==> src/rtl/clkseq_pkg.sv <==
package clkseq_pkg;

  localparam int ADDR_FREQ = 0;
  localparam int ADDR_TCTL = 1;
  localparam int ADDR_TCNT = 2;

  typedef struct packed {
    logic [2:0] pdiv;
    logic [2:0] idiv;
    logic [1:0] mult;
  } freq_t;

  localparam freq_t FREQ_RST = '{pdiv: 3'b011, idiv: 3'b000, mult: 2'b00};

  function automatic logic div_code_ok(input logic [2:0] code);
    return code <= 3'b100;
  endfunction

  function automatic logic mult_code_ok(input logic [1:0] code);
    return code != 2'b11;
  endfunction

  // divisor minus one for a divider code
  function automatic logic [2:0] div_limit(input logic [2:0] code);
    case (code)
      3'b000:  return 3'd0;
      3'b001:  return 3'd1;
      3'b010:  return 3'd2;
      3'b011:  return 3'd3;
      default: return 3'd5;
    endcase
  endfunction

  // prescale terminal count for a prescaler code
  function automatic logic [11:0] presc_limit(input logic [2:0] sel);
    case (sel)
      3'd0:    return 12'd0;
      3'd1:    return 12'd3;
      3'd2:    return 12'd15;
      3'd3:    return 12'd31;
      3'd4:    return 12'd63;
      3'd5:    return 12'd255;
      3'd6:    return 12'd1023;
      default: return 12'd4095;
    endcase
  endfunction

endpackage

==> src/rtl/pll_strobe_gen.sv <==
module pll_strobe_gen #(
  parameter int PH_W = 2
) (
  input  logic       clk,
  input  logic       rst_n,
  input  logic       freeze,
  input  logic [1:0] mult,
  output logic       stb
);
  logic [PH_W-1:0] phase_q;

  always_ff @(posedge clk) begin
    if (!rst_n || freeze) phase_q <= '0;
    else                  phase_q <= phase_q + 1'b1;
  end

  always_comb begin
    case (mult)
      2'b10:   stb = 1'b1;
      2'b01:   stb = ~phase_q[0];
      default: stb = (phase_q == '0);
    endcase
    if (freeze) stb = 1'b0;
  end
endmodule

==> src/rtl/ratio_div.sv <==
module ratio_div #(
  parameter int LIM_W = 3
) (
  input  logic             clk,
  input  logic             rst_n,
  input  logic             stb,
  input  logic             freeze,
  input  logic [LIM_W-1:0] req_lim,
  output logic             ce
);
  logic [LIM_W-1:0] cnt_q;
  logic [LIM_W-1:0] lim_q;
  logic             wrap;

  assign wrap = stb && (cnt_q == lim_q);
  assign ce   = wrap && !freeze;

  always_ff @(posedge clk) begin
    if (!rst_n) begin
      cnt_q <= '0;
      lim_q <= '0;
    end else if (freeze) begin
      cnt_q <= '0;
      lim_q <= req_lim;
    end else if (wrap) begin
      cnt_q <= '0;
      lim_q <= req_lim;   // new ratio only at a period boundary
    end else if (stb) begin
      cnt_q <= cnt_q + 1'b1;
    end
  end
endmodule

==> src/rtl/settle_timer.sv <==
module settle_timer
  import clkseq_pkg::*;
#(
  parameter int CNT_W = 8,
  parameter int PRE_W = 12
) (
  input  logic             clk,
  input  logic             rst_n,
  input  logic             run,
  input  logic [2:0]       psel,
  input  logic             load,
  input  logic [CNT_W-1:0] load_val,
  output logic [CNT_W-1:0] cnt,
  output logic             ovf
);
  logic [PRE_W-1:0] pre_q;
  logic [CNT_W-1:0] cnt_q;
  logic             tick;

  assign tick = run && (pre_q == PRE_W'(presc_limit(psel)));
  assign ovf  = tick && (cnt_q == {CNT_W{1'b1}});
  assign cnt  = cnt_q;

  always_ff @(posedge clk) begin
    if (!rst_n || !run) pre_q <= '0;
    else if (tick)      pre_q <= '0;
    else                pre_q <= pre_q + 1'b1;
  end

  always_ff @(posedge clk) begin
    if (!rst_n)    cnt_q <= '0;
    else if (load) cnt_q <= load_val;
    else if (tick) cnt_q <= cnt_q + 1'b1;
  end
endmodule

==> src/rtl/clk_ratio_seq.sv <==
module clk_ratio_seq
  import clkseq_pkg::*;
#(
  parameter int ADDR_W = 2,
  parameter int DATA_W = 16,
  parameter int CNT_W  = 8
) (
  input  logic              clk,
  input  logic              rst_n,
  input  logic              wr_en,
  input  logic [ADDR_W-1:0] wr_addr,
  input  logic [DATA_W-1:0] wr_data,
  input  logic [ADDR_W-1:0] rd_addr,
  output logic [DATA_W-1:0] rd_data,
  output logic              int_ce_o,
  output logic              per_ce_o,
  output logic              bus_clk_o,
  output logic              busy_o
);
  localparam int FREQ_W = $bits(freq_t);
  localparam int N_DOM  = 2;

  freq_t            freq_q, pend_q, wr_freq, eff_freq;
  logic             busy_q, ten_q, bus_q;
  logic [2:0]       psel_q;
  logic [CNT_W-1:0] settle_cnt;
  logic             settle_ovf, pll_stb, wr_ok;
  logic             wr_f, wr_c, wr_n;
  logic [2:0]       dom_lim [N_DOM];
  logic [N_DOM-1:0] dom_ce;

  assign wr_freq = freq_t'(wr_data[FREQ_W-1:0]);
  assign wr_ok   = mult_code_ok(wr_freq.mult) && div_code_ok(wr_freq.idiv)
                && div_code_ok(wr_freq.pdiv);
  assign wr_f = wr_en && !busy_q && (wr_addr == ADDR_W'(ADDR_FREQ)) && wr_ok;
  assign wr_c = wr_en && !busy_q && (wr_addr == ADDR_W'(ADDR_TCTL));
  assign wr_n = wr_en && !busy_q && (wr_addr == ADDR_W'(ADDR_TCNT));

  always_ff @(posedge clk) begin
    if (!rst_n) begin
      freq_q <= FREQ_RST;
      pend_q <= FREQ_RST;
      busy_q <= 1'b0;
      ten_q  <= 1'b0;
      psel_q <= '0;
    end else begin
      if (wr_f) begin
        if (wr_freq.mult != freq_q.mult) begin
          pend_q <= wr_freq;
          busy_q <= 1'b1;
        end else begin
          freq_q <= wr_freq;
        end
      end
      if (wr_c) begin
        ten_q  <= wr_data[0];
        psel_q <= wr_data[3:1];
      end
      if (busy_q && settle_ovf) begin
        busy_q <= 1'b0;
        freq_q <= pend_q;
        ten_q  <= 1'b0;
      end
    end
  end

  always_ff @(posedge clk) begin
    if (!rst_n) bus_q <= 1'b0;
    else        bus_q <= ~bus_q;
  end

  settle_timer #(.CNT_W(CNT_W)) u_timer (
    .clk(clk), .rst_n(rst_n), .run(busy_q || ten_q), .psel(psel_q),
    .load(wr_n), .load_val(wr_data[CNT_W-1:0]),
    .cnt(settle_cnt), .ovf(settle_ovf)
  );

  // during settling the dividers preload the pending ratios
  assign eff_freq   = busy_q ? pend_q : freq_q;
  assign dom_lim[0] = div_limit(eff_freq.idiv);
  assign dom_lim[1] = div_limit(eff_freq.pdiv);

  pll_strobe_gen u_pll (
    .clk(clk), .rst_n(rst_n), .freeze(busy_q), .mult(freq_q.mult), .stb(pll_stb)
  );

  for (genvar d = 0; d < N_DOM; d++) begin : g_dom
    ratio_div u_div (
      .clk(clk), .rst_n(rst_n), .stb(pll_stb), .freeze(busy_q),
      .req_lim(dom_lim[d]), .ce(dom_ce[d])
    );
  end

  always_comb begin
    rd_data = '0;
    case (rd_addr)
      ADDR_W'(ADDR_FREQ): rd_data = DATA_W'({busy_q, freq_q});
      ADDR_W'(ADDR_TCTL): rd_data = DATA_W'({psel_q, ten_q});
      ADDR_W'(ADDR_TCNT): rd_data = DATA_W'(settle_cnt);
      default:            rd_data = '0;
    endcase
  end

  assign int_ce_o  = dom_ce[0];
  assign per_ce_o  = dom_ce[1];
  assign bus_clk_o = bus_q;
  assign busy_o    = busy_q;
endmodule

==> config.mk <==
export PLATFORM = sky130hd
export DESIGN_NAME = clk_ratio_seq
export DESIGN_NICKNAME = d
export VERILOG_FILES = /design/src/rtl/clkseq_pkg.sv /design/src/rtl/pll_strobe_gen.sv /design/src/rtl/ratio_div.sv /design/src/rtl/settle_timer.sv /design/src/rtl/clk_ratio_seq.sv
export SDC_FILE = /design/constraint.sdc
export NUM_CORES = 1
export LEC_CHECK = 0
export BUFFER_PORTS_ARGS = -buffer_cell sky130_fd_sc_hd__buf_2
export CAP_MARGIN = 20
export CELL_PAD_IN_SITES_DETAIL_PLACEMENT = 0
export CELL_PAD_IN_SITES_GLOBAL_PLACEMENT = 1
export CORE_MARGIN = 2
export CORE_UTILIZATION = 46
export CTS_BUF_LIST = sky130_fd_sc_hd__clkbuf_4 sky130_fd_sc_hd__clkbuf_8 sky130_fd_sc_hd__clkbuf_16
export CTS_CLUSTER_DIAMETER = 80
export CTS_CLUSTER_SIZE = 30
export DETAILED_ROUTE_END_ITERATION = 12
export GPL_ROUTABILITY_DRIVEN = 0
export PLACE_DENSITY = 0.91
export SLEW_MARGIN = 15
export SYNTH_ARGS = -nofsm -noshare
export SYNTH_HDL_FRONTEND = slang
export SYNTH_SLANG_ARGS = --single-unit
export TNS_END_PERCENT = 5
==> constraint.sdc <==
create_clock -name clk -period 6.18 [get_ports clk]
set_clock_uncertainty 0.1 [all_clocks]
set_input_delay 0 -clock clk [delete_from_list [all_inputs] [get_ports clk]]
set_output_delay 0 -clock clk [all_outputs]
set_load 0.02 [all_outputs]
# [After elaboration in Yosys (flattened, before gate mapping)]
# Cells that the tools add are included.
[op_classes] n_mux=16 addsub=5 eq_ne=25 order_cmp=2 n_reduce_logical=36 bitwise=3
[ops] cell="$pmux W12 S7" n=1
[ops] cell="$mux W8" n=6
[ops] cell="$pmux W9 S3" n=1
[ops] cell="$pmux W3 S4" n=2
[ops] cell="$eq A3 B2 Y1 const B" n=6
[ops] cell="$logic_and A1 B1 Y1" n=14
[ops] cell="$add A12 B1 Y12 const B" n=1
[ops] cell="$eq A12 B12 Y1" n=1
[ops] cell="$mux W3" n=4
[ops] cell="$eq A3 B1 Y1 const B" n=3
[ops] cell="$eq A3 B3 Y1 const B" n=3
[ops] cell="$logic_not A3 Y1" n=3
[ops] cell="$add A8 B1 Y8 const B" n=1
[ops] cell="$eq A8 B8 Y1 const B" n=1
[ops] cell="$reduce_bool A2 Y1" n=4
[ops] cell="$add A3 B1 Y3 const B" n=2
[ops] cell="$eq A2 B1 Y1 const B" n=3
[ops] cell="$eq A2 B2 Y1 const B" n=3
[ops] cell="$eq A3 B3 Y1" n=2
[ops] cell="$le A3 B3 Y1 const B" n=2
[ops] cell="$logic_not A2 Y1" n=3
[ops] cell="$reduce_or A3 Y1" n=2
[ops] cell="$reduce_and A2 Y1" n=2
[ops] cell="$reduce_or A2 Y1" n=2
[ops] cell="other kinds (9)" n=15
[word_totals] in_bits=23 out_inout_bits=20 regBits=56 word_cells=104

# [Logic depth before layout (Yosys ltp)]
[logic_depth] word_depth=8 depth_mapped=8 mapped_depth_nobuf=8

# [Cells and area by module]
# Synthesis repeated with hierarchy kept, for this count alone.
[hier_totals] hier_cells=390 hier_area_um2=3270.6
[by_module_without_submodules] mod="clk_ratio_seq" cells_each=168 area_each_um2=1348.8 instances=1 seq_area_each_um2=440.4
[by_module_without_submodules] mod="settle_timer" cells_each=143 area_each_um2=1183.6 instances=1 seq_area_each_um2=400.4
[by_module_without_submodules] mod="ratio_div" cells_each=32 area_each_um2=300.3 instances=2 seq_area_each_um2=120.1
[by_module_without_submodules] mod="pll_strobe_gen" cells_each=15 area_each_um2=137.6 instances=1 seq_area_each_um2=40.0

# [Least setup slack after synthesis]
# No wires, ideal clock.
[synth_timing] path_type="register to register" start="reg busy_q (netlist: busy_o)" end="reg freq_q[5] (netlist name)" t_arrival_ns=2.017 stages_incl_launch_ff=8 synth_period_minus_slack_ns=2.244 path_slack_ns=3.936 setup_time_ns=0.127 path_buffers=1 required_ns=5.953 path_cell_list="dfxtp_1 clkbuf_1 nor3b_1 nand4_1 nor3_1 mux2_2 mux2i_1 nand2_1"
[synth_between] elab_chain_cells=6 elab_cells_between_ends=12 cone_classes="eq/ne: 1; mux: 1; reduce/logical: 10"
[synth_rtl] element="start: declaration" line="clk_ratio_seq.sv:24" text="logic busy_q, ten_q, bus_q;"
[synth_rtl] element="start signal: assignment" line="clk_ratio_seq.sv:43" text="busy_q <= 1'b0;"
[synth_rtl] element="start signal: assignment" line="clk_ratio_seq.sv:50" text="busy_q <= 1'b1;"
[synth_rtl] element="start signal: assignment" line="clk_ratio_seq.sv:60" text="busy_q <= 1'b0;"
[synth_rtl] element="$logic_or A1 B1 Y1 / $logic_not A1 Y1 (equally long branches)" line="clk_ratio_seq.sv:73, clk_ratio_seq.sv:35"
[synth_rtl] element="$logic_and A1 B1 Y1, on equally long branches" line="settle_timer.sv:20, clk_ratio_seq.sv:35"
[synth_rtl] element="$logic_and A1 B1 Y1, on equally long branches" line="settle_timer.sv:21, clk_ratio_seq.sv:35"
[synth_rtl] element="$logic_and A1 B1 Y1, on equally long branches" line="clk_ratio_seq.sv:59, clk_ratio_seq.sv:35"
[synth_rtl] element="$ne A2 B1 Y1 (no line) / $reduce_bool A2 Y1 (equally long branches)"
[synth_rtl] element="$reduce_and A2 Y1 (no line)"
[synth_rtl] element="end signal: assignment" line="clk_ratio_seq.sv:52" text="freq_q <= wr_freq;"
[synth_rtl] element="end signal: assignment" line="clk_ratio_seq.sv:61" text="freq_q <= pend_q;"
[synth_rtl] element="end: declaration" line="clk_ratio_seq.sv:23" text="freq_t freq_q, pend_q, wr_freq, eff_freq;"
# Several ways; a longest one is shown, not always the timed one.
# A chain may end at the register's enable or synchronous reset.

# [Worst setup path after layout]
[layout_timing] start="reg busy_q (netlist: busy_o)" end="reg pend_q[6] (netlist name)"
[layout_between] elab_chain_cells=5
[layout_rtl] element="$logic_not A1 Y1" line="clk_ratio_seq.sv:35" text="assign wr_f = wr_en && !busy_q && (wr_addr == ADDR_W'(ADDR_FREQ)) && wr_ok;"
[layout_rtl] element="$logic_and A1 B1 Y1 (3 in a row)" line="clk_ratio_seq.sv:35"
[layout_rtl] element="$reduce_and A2 Y1 (no line)"
[layout_rtl] element="end signal: assignment" line="clk_ratio_seq.sv:49" text="pend_q <= wr_freq;"
[layout_rtl] element="end: declaration" line="clk_ratio_seq.sv:23"
# Every way passes these cells.

==> results.txt <==
The cell leakage power is 0.00122 uW. Headroom to the max-slew limit came out at 33.3%. The number of filler cells placed in the layout is 619. The maximum number of pins on one net before global-route repair came out at 26. After detailed routing, the total wire length is 6.33 mm. The simple logic cell fraction of the synthesized area came out at 19.9%. The met1 track utilization from global routing is 22.2%. The initial core utilization came out at 47.2%.

The part of the power in the clock network is 26.3%. The critical register-to-register path startpoint is busy_o. The share of flip-flops with an asynchronous set or reset after synthesis is 0%. A synthesized cell averages 8.76 um2. The clock buffer count from CTS is 5.

TritonCTS built the clock tree. The global routing stage identified its most utilized layer as met2. The synthesized design devotes to its leading area cell type 37.9% of total area.

During placement, the flow inserted port buffers numbering 27. Global routing consumed, on the met2 layer, 34.3% of the routing resources. The DRC violation count after routing is 0.

The routed design could run at a clock period as short as 2.99 ns. The root buffer cell chosen for the clock tree is clkbuf_8. The synthesized netlist cell count came out at 338. At the pin with the least slew margin, the transition time is 0.997 ns.

In this run the cell area measured after placement is 3100 um2. The met3 capacity usage during global routing is 3.05%. The count of endpoints failing setup in the final report came out at 0. The number of max-slew violations in the final report came to 0. The final-layout worst hold slack came out at 0.133 ns. The area added between synthesis and finish is 11.6%. The area fraction in compound gates after synthesis came out at 10.0%. The register bit total from synthesis is 56. In this run, placement finished with an instance count of 428. The remaining global-route overflow is 0. The number of antenna violations at the first check in global routing is 0. The critical path data arrival time is 3.10 ns. The run finished with clean final reports. The post-route cell area is 3300 um2. The nature of the critical path endpoint is a flip-flop.

The count of antenna diodes in the layout came out at 0. The final standard cell utilization of the core is 52.6%. The hold path startpoint is wr_addr[0].

After synthesis, the largest family of logic cells by area is simple AND/OR/NAND/NOR gates. The die outline area is 7100 um2. The classification of the worst-slack hold path is primary input to flip-flop. The xor/xnor share of the synthesized area is 8.58%.

The detail route stage leaves a number of antenna-violating nets equal to 0. The netlist area before placement came out at 2960 um2. The floorplan row count is 29. In this run, synthesis inferred 0 flip-flops with an integrated enable. The clock transition at the registers of the reported paths came out at 0.11 ns.

Ranked by total cell area, the synthesized netlist is headed by dfxtp_1, mux2i_1, nor2_1, xnor2_1, nand2_1. The design internal power came out at 553 uW. The highest clock rate came out at 335 MHz. The overall die height came out at 84.2 um. In this run the worst setup path begins at busy_o.

The number of clock sinks is 56. Post-CTS timing repair inserted 0 buffers for setup. The final setup TNS is 0 ns. The number of hold violations in the final report came out at 0. The first detailed-routing pass ran for 5 iterations. Setup repair after global routing left no endpoint under its margin.

In this run the power spent charging and discharging nets is 264 uW. The data required time of the critical path is 6.29 ns. The number of DRC markers in iteration 0 is 134. STA classifies the critical path startpoint as a flip-flop. The post-detailed-route wirelength per cell came out at 14.2 um. Summed over all instances, the cell type with the most area after synthesis is dfxtp_1. Across the run, the number of max-cap violations was 0. In this run the power density over the cells is 247 nW/um2. The combinational share of power came out at 22.3%. The clock tree synthesis step divided the H-tree into 2 levels.

The worst-path maximum fanout is 17. The share of the clock period used by the worst path is 48.3%. The total track usage is 19.0%.

The number of gates resized after CTS is 0. The mux contribution to synthesized area came out at 14.4%. The worst IR drop on VDD came out at 0.182 mV. After detailed routing, the number of vias per cell comes to 5.37. Detailed placement finished with a half-perimeter wire length of 4.53 mm.

For this run, the number of standard cells in the final layout without fillers is 447. The number of top-level pins came out at 43. In the layout the commonest cells are dfxtp_1, nor2_1, mux2i_1. At the later pin of the worst-skew pair, clock insertion delay measures 0.32 ns. The layout cell share with drive strength beyond 1 came out at 13.2%. The final layout contains 399 nets. The most used flip-flop cell after synthesis is dfxtp_1. After synthesis, the netlist uses 42 different library cells. The die outline width came out at 84.2 um. The core area came out at 6280 um2.

The global-route wire length before repair came out at 11.0 mm. The worst setup path category is flip-flop to flip-flop. The switching part of the total is 32.3%.

The total via count in the routed design is 2,402. The yosys synthesis warning count came out at 0. The area share of fa/ha/maj cells after synthesis came out at 2.96%. The part of the power in registers is 51.4%.

The number of global-route vias before repair is 2,409. Sequential elements use 37.9% of the synthesized area. The most common cell after layout, fill and taps aside is dfxtp_1. The buffer levels on the longest clock path is 2.
[cell families (layout without fill, tap and decap cells)]
| group | Yosys count | after routing |
|---|---|---|
| AND/OR/NAND/NOR | 123 | 123 |
| XOR/XNOR | 29 | 29 |
| buffers and inverters | 36 | 62 |
| AO/OA/AOI/OAI | 44 | 44 |
| flip-flops | 56 | 56 |
| multiplexers | 42 | 42 |
| other | 1 | 7 |
| adder cells (fa/ha/maj) | 7 | 7 |
[metal layers]
layer  part of all wire [%]  vias to the layer above
li1                       -                     1214
met3                    2.6                       12
met5                      0                        -
met1                     45                     1136
met4                    1.9                        0
met2                     50                       40
[cell type report]
type                    instances  area (um2)  share of cell area (%)
multi-input cells             252        1680                    50.9
flip-flops and latches         56        1120                    33.9
repair buffers                 39         253                    7.65
well taps                      77        96.3                    2.92
clock buffers                   5        68.8                    2.08
inverters                      15        56.3                    1.70
clock inverters                 3        27.5                   0.833
[final timing paths]
path	to	slack [ns]	depth (start not counted)
worst min register to register	bus_clk_o	0.31	1
worst min-delay path	psel_q[1]	0.13	4
worst max register to register	pend_q[6]	3.19	7
worst max-delay path	pend_q[6]	3.19	7
[through the flow]
| step | setup slack (ns) | power [uW] |
|---|---|---|
| after global placement | 3.46 | 602 |
| after global routing | 3.08 | 866 |
| after CTS | 3.22 | 825 |
| final | 3.19 | 817 |
| after detailed placement | 3.37 | 607 |
| after floorplan | 3.94 | 565 |
[cells in the mapped netlist, types with 2 or more instances]
library cell / instances
dfxtp_1: 56
nor2_1: 55
mux2i_1: 36
nand2_1: 24
xnor2_1: 21
o21ai_0: 16
inv_1: 15
a21oi_1: 12
nand3_1: 10
nor3_1: 10
clkbuf_1: 9
buf_4: 8
xor2_1: 8
ha_1: 7
nand4_1: 7
mux2_2: 6
and2_1: 3
and3_1: 3
nor4_1: 3
a32o_1: 2
buf_6: 2
nor4_4: 2
o221ai_1: 2
o22ai_1: 2
o31ai_1: 2
[power groups by stage]
stage                     clock network [uW]  logic, uW  registers, uW
final                                    215        182            420
after global routing                     235        205            426
after CTS                                221        183            421
after detailed placement                   0        178            429
after global placement                     0        174            428
after floorplan                            0        143            422
[state kept, by name, indices dropped and copies added, names as in the netlist, 2 cells and up]
name,cells
u_timer.pre_q,12
freq_q,8
pend_q,8
u_timer.cnt,8
g_dom.u_div.cnt_q,6
g_dom.u_div.lim_q,6
psel_q,3
u_pll.phase_q,2
[timing repair]
action,4_1_cts,5_1_grt
hold buffers,11,0
endpoints found under the hold margin,26,0
endpoints found under the setup margin,0,0
[critical path, cell delays in order (launching register included)]
cell	delay (ns)
dfxtp_1	0.33
buf_4	0.21
nor3b_1	0.31
nand4_1	0.17
nor2_1	0.80
mux2i_1	0.30
nand2_1	0.07
dlygate4sd3_1	0.57
Note: power is estimated with default switching activity, not from simulation.
